**src/rtl/acp_pkg.sv**
```systemverilog
package acp_pkg;
  localparam int BYTE_W = 8;
  // command register select in din[7:5]
  localparam logic [2:0] CMD_SEL = 3'b001;
  // flag positions inside a command byte
  localparam int FLG_RST_BP = 0;
  localparam int FLG_LOAD   = 1;
  localparam int FLG_LATCH  = 2;

  typedef struct packed {
    logic rst_bp;
    logic load;
    logic latch;
  } cmd_t;

  function automatic cmd_t decode_cmd(input logic valid, input logic [BYTE_W-1:0] b);
    cmd_t c;
    logic hit;
    hit = valid && (b[7:5] == CMD_SEL);
    c.rst_bp = hit && b[FLG_RST_BP];
    c.load   = hit && b[FLG_LOAD];
    c.latch  = hit && b[FLG_LATCH];
    return c;
  endfunction
endpackage

```
**src/rtl/acp_byte_ptr.sv**
```systemverilog
module acp_byte_ptr #(
  parameter int NBYTES = 3,
  localparam int BPW = (NBYTES > 1) ? $clog2(NBYTES) : 1
) (
  input  logic           clk,
  input  logic           rst_n,
  input  logic           clr,
  input  logic           step,
  output logic [BPW-1:0] ptr
);
  localparam logic [BPW-1:0] LAST = BPW'(NBYTES - 1);

  always_ff @(posedge clk) begin
    if (!rst_n || clr)    ptr <= '0;
    else if (step) begin
      if (ptr == LAST)    ptr <= '0;
      else                ptr <= ptr + BPW'(1);
    end
  end
endmodule

```
**src/rtl/acp_byte_reg.sv**
```systemverilog
module acp_byte_reg #(
  parameter int NBYTES = 3,
  localparam int W   = NBYTES * 8,
  localparam int BPW = (NBYTES > 1) ? $clog2(NBYTES) : 1
) (
  input  logic           clk,
  input  logic           rst_n,
  input  logic           we,
  input  logic [BPW-1:0] lane,
  input  logic [7:0]     din,
  output logic [W-1:0]   q
);
  for (genvar i = 0; i < NBYTES; i++) begin : g_lane
    always_ff @(posedge clk) begin
      if (!rst_n)                          q[i*8 +: 8] <= '0;
      else if (we && lane == BPW'(i))      q[i*8 +: 8] <= din;
    end
  end
endmodule

```
**src/rtl/acp_counter.sv**
```systemverilog
module acp_counter #(
  parameter int W = 24
) (
  input  logic         clk,
  input  logic         rst_n,
  input  logic         load,
  input  logic [W-1:0] load_val,
  input  logic         up,
  input  logic         dn,
  output logic [W-1:0] cnt
);
  always_ff @(posedge clk) begin
    if (!rst_n)          cnt <= '0;
    else if (load)       cnt <= load_val;
    else if (up && !dn)  cnt <= cnt + W'(1);
    else if (dn && !up)  cnt <= cnt - W'(1);
  end
endmodule

```
**src/rtl/axis_count_port.sv**
```systemverilog
module axis_count_port #(
  parameter int CNT_W = 24
) (
  input  logic       clk,
  input  logic       rst_n,
  input  logic       cs,
  input  logic       cd,
  input  logic       rd,
  input  logic       wr,
  input  logic [7:0] din,
  output logic [7:0] dout,
  output logic       dout_oe,
  input  logic       cnt_up,
  input  logic       cnt_dn
);
  import acp_pkg::*;

  localparam int NB  = CNT_W / BYTE_W;
  localparam int BPW = (NB > 1) ? $clog2(NB) : 1;

  logic             data_wr, data_rd, ctl_wr;
  cmd_t             cmd;
  logic [BPW-1:0]   bp_q;
  logic [CNT_W-1:0] preset_q, cnt_q, latch_q;

  assign data_wr = cs && !cd && wr;
  assign data_rd = cs && !cd && rd && !wr;
  assign ctl_wr  = cs && cd && wr;
  assign cmd     = decode_cmd(ctl_wr, din);

  acp_byte_ptr #(.NBYTES(NB)) u_bp (
    .clk(clk), .rst_n(rst_n), .clr(cmd.rst_bp),
    .step(data_wr || data_rd), .ptr(bp_q)
  );

  acp_byte_reg #(.NBYTES(NB)) u_preset (
    .clk(clk), .rst_n(rst_n), .we(data_wr), .lane(bp_q),
    .din(din), .q(preset_q)
  );

  acp_counter #(.W(CNT_W)) u_cnt (
    .clk(clk), .rst_n(rst_n), .load(cmd.load), .load_val(preset_q),
    .up(cnt_up), .dn(cnt_dn), .cnt(cnt_q)
  );

  always_ff @(posedge clk) begin
    if (!rst_n)         latch_q <= '0;
    else if (cmd.latch) latch_q <= cnt_q;
  end

  assign dout_oe = data_rd;
  assign dout    = data_rd ? latch_q[bp_q*8 +: 8] : 8'h00;
endmodule

```
**config.mk**
```make
export PLATFORM = sky130hd
export DESIGN_NAME = axis_count_port
export DESIGN_NICKNAME = d
export VERILOG_FILES = /design/src/rtl/acp_pkg.sv /design/src/rtl/acp_byte_ptr.sv /design/src/rtl/acp_byte_reg.sv /design/src/rtl/acp_counter.sv /design/src/rtl/axis_count_port.sv
export SDC_FILE = /design/constraint.sdc
export NUM_CORES = 1
export LEC_CHECK = 0
export ABC_AREA = 0
export CAP_MARGIN = 15
export CORE_MARGIN = 2
export CORE_UTILIZATION = 54
export DETAILED_ROUTE_END_ITERATION = 12
export MAX_ROUTING_LAYER = met4
export PLACE_DENSITY_LB_ADDON = 0.2
export SLEW_MARGIN = 20
export SYNTH_ARGS = -nofsm -noshare
export SYNTH_HDL_FRONTEND = slang
export SYNTH_SLANG_ARGS = --single-unit
```
**constraint.sdc**
```tcl
create_clock -name clk -period 3.2 [get_ports clk]
set_input_delay 0.8 -clock clk [delete_from_list [all_inputs] [get_ports clk]]
set_output_delay 0.8 -clock clk [all_outputs]
set_load 0.02 [all_outputs]
```
==> qor.yml <==
outcome:
  status: "complete, no violations"
place:
  place_hpwl_um: 9180
  port_buffers: 24
  globalplace.congestion: 0.9137
sta:
  fmax_ghz: 0.3251
  report.final.hold_viol_count: 0
  period_needed_ps: 3076
  fin_skew_ps: 16.65
  setup_tns_ps: 0
  period_share_pct: 96.12
  maxSlewViolCount: 0
  finalSetupViolCount: 0
  max_slew_margin_pct: 50.40
  worst_pin_slew_ps: 743.0
  rsz0062_at_grt: "no"
flow_run:
  maxCapViolCount: 0
setup_path:
  critPathMaxStageDelay_ps: 320
  cp_max_fo: 16
  cp.arrival_ps: 3320
  cp_num_buf_inv: 5
  slowest_stage: "dlygate4sd2_1"
  critical_path.cell_chain: "dlygate4sd2_1 > inv_12 > ha_4 > clkinvlp_4 > buf_12 > buf_4 > ha_1 > nand2_1 > a211oi_1 > and2_1 > o31ai_4 > a21oi_2 > mux2i_1 > a21oi_1"
  cp.required_ps: 3450
  r2r_cells: 8
  cp-start-kind: "input pin"
  path_class: "in -> reg"
  cp.depth: 14
  cp-end-kind: "flip-flop"
  crit_family: "buffers and inverters"
yosys:
  synth_most_common_cell: "dfxtp_1"
  async_flop_share_pct: 0
  synth_edf_count: 0
  synth_area_um2: 4322
  synth_area_leaders: "dfxtp_1 34%, mux2i_1 14%, ha_1 7.5%"
  seq_area_frac_synth_pct: 34.28
  ys_warn_count: 0
  synth_top_cells_by_count: "74 x dfxtp_1, 70 x nor2_1, 61 x mux2i_1"
  synthCells: 508
  synthDistinctLibCells: 55
  avgSynthCellArea_um2: 8.507
  yosysTopAreaCell: "dfxtp_1"
  syn_nets: 551
  synthFlopType: "dfxtp_1"
  ys_ff_latch: 74
  yosys.area.top_type_share_pct: 34.28
die:
  ios: 25
  die-area_um2: 8735
  fp.coreArea_um2: 7727
  start_util_pct: 55.93
  row_count: 32
  dieHeight_um: 93.46
  die_x_um: 93.46
global_routing:
  grt-ovfl-total: 0
  grt_pass1_wl_um: 19630
  track_usage_pct: 29.81
  grt_pass1_vias: 3941
  grt_max_degree: 35
  antenna_found_initial: 0
drt:
  ant_nets: 0
  vias: 4125
  dr.pass1.iters: 6
  post-route-drc-count: 0
  routedWlPerCell_um: 16.89
  dr.first_iter.drc_count: 276
  routed_via_density: 5.810
  routed_wl_um: 11990
final_layout:
  nNetsFinal: 646
  syn_to_final_growth_pct: 27.30
  antenna_cells: 0
  fin_util_pct: 71.19
  drive_above_1_share_pct: 20.23
cts:
  cts_tree: "done"
  clockBufferDepth: 2
  clock_latency_ps: 350
  cts_root_buf: "clkbuf_8"
  cts_sinks: 74
  cts_made_buffers: 9
  htree_levels: 3
  clk_pin_slew_ps: 90
power_and_ir_drop:
  p_leak_uw: 0.002545
  power_density_nw_per_um2: 770.8
  ir_drop_v: 0.0003556
min_path:
  hold_class: "reg -> reg"
  min_path_cells: 2
-- routing by layer --
layer  part of all wire, %  track usage (%)
met2                    46            47.24
met3                   5.7            4.029
met5                     0                -
met4                   1.8            8.946
met1                    46            39.88
-- layout by cell type, fill, tap and decap left out, types with 4 or more instances in the layout --
| master | count |
|---|---|
| a21o_1 | 5 |
| xor2_1 | 10 |
| dfxtp_1 | 74 |
| nand3_1 | 11 |
| buf_4 | 86 |
| mux2i_1 | 61 |
| o21ai_0 | 21 |
| nand4_1 | 4 |
| clkdlybuf4s50_1 | 13 |
| and3_1 | 7 |
| o211ai_1 | 11 |
| nand2_1 | 47 |
| a21oi_1 | 39 |
| o21a_1 | 4 |
| xnor2_1 | 10 |
| o22ai_1 | 11 |
| dlygate4sd2_1 | 10 |
| nor3_1 | 4 |
| o21ai_1 | 4 |
| and2_1 | 10 |
| nor2_1 | 70 |
| ha_1 | 23 |
| clkbuf_8 | 9 |
-- through the flow --
step                      setup WS, ps  cells  power (uW)  instance area (um^2)  hold slack (ps)
after global routing             18.94    710        4506                  5502            488.1
final                            124.1    710        4241                  5502            471.9
after global placement          -451.4    694        3423                  5323            457.5
after floorplan                 -22.68    508        2507                  4392            431.3
after detailed placement        -521.2    694        3495                  5323            462.1
after CTS                        4.212    710        4190                  5493            464.1
-- tightest hold or removal path, stage by stage, from the launching register on --
cell     delay (ps)
dfxtp_1         330
nand3_1          60
nand2_1          50
-- path summary, 6_finish.rpt --
check	slack [ps]	to	startpoint
max	120	u_cnt.cnt[22]	cnt_dn
min	470	u_cnt.cnt[10]	u_preset.q[10]
max reg2reg	920	u_cnt.cnt[18]	u_cnt.cnt[0]
min reg2reg	470	u_cnt.cnt[10]	u_preset.q[10]
-- final cells by class --
| class | count | area [um^2] |
|---|---|---|
| multi-input cells | 400 | 2755 |
| flip-flops and latches | 74 | 1481 |
| clock inverters | 7 | 58.81 |
| fillers | 619 | 2226 |
| repair buffers | 112 | 915.9 |
| clock buffers | 9 | 123.9 |
| well taps | 102 | 127.6 |
| inverters | 6 | 38.79 |
-- flip-flops by register name, indices dropped and copies added (netlist names) --
signal / flops
latch_q: 24
u_bp.ptr: 2
u_preset.q: 24
u_cnt.cnt: 24
-- kinds of logic (layout without fill, tap and decap cells) --
kind of cell / after synthesis / in the layout / share of synthesized area [%]
AOI/OAI and AO/OA: 120 / 120 / 17.78
xor gates and xnor gates: 20 / 20 / 4.053
adders and majority gates: 27 / 27 / 7.991
buffers and inverters: 34 / 134 / 3.358
DFF: 74 / 74 / 34.28
muxes: 61 / 61 / 14.13
and+or+nand+nor: 172 / 172 / 18.41
-- repair_timing --
item                                   in CTS  in global routing
hold buffers                                0                  0
setup buffers                               0                  0
setup endpoints to repair                  18                  3
endpoints found under the hold margin       0                  0
pin swaps                                   5                  2
gates resized for setup                    10                  3
-- report_power, final --
| group | internal, uW | total, uW | switching (uW) | leakage (uW) |
|---|---|---|---|---|
| clock network | 295 | 683 | 388 | 0.0000925 |
| logic | 1220 | 2360 | 1140 | 0.00185 |
| registers | 1040 | 1190 | 155 | 0.000602 |
Note: power is estimated with default switching activity, not from simulation.
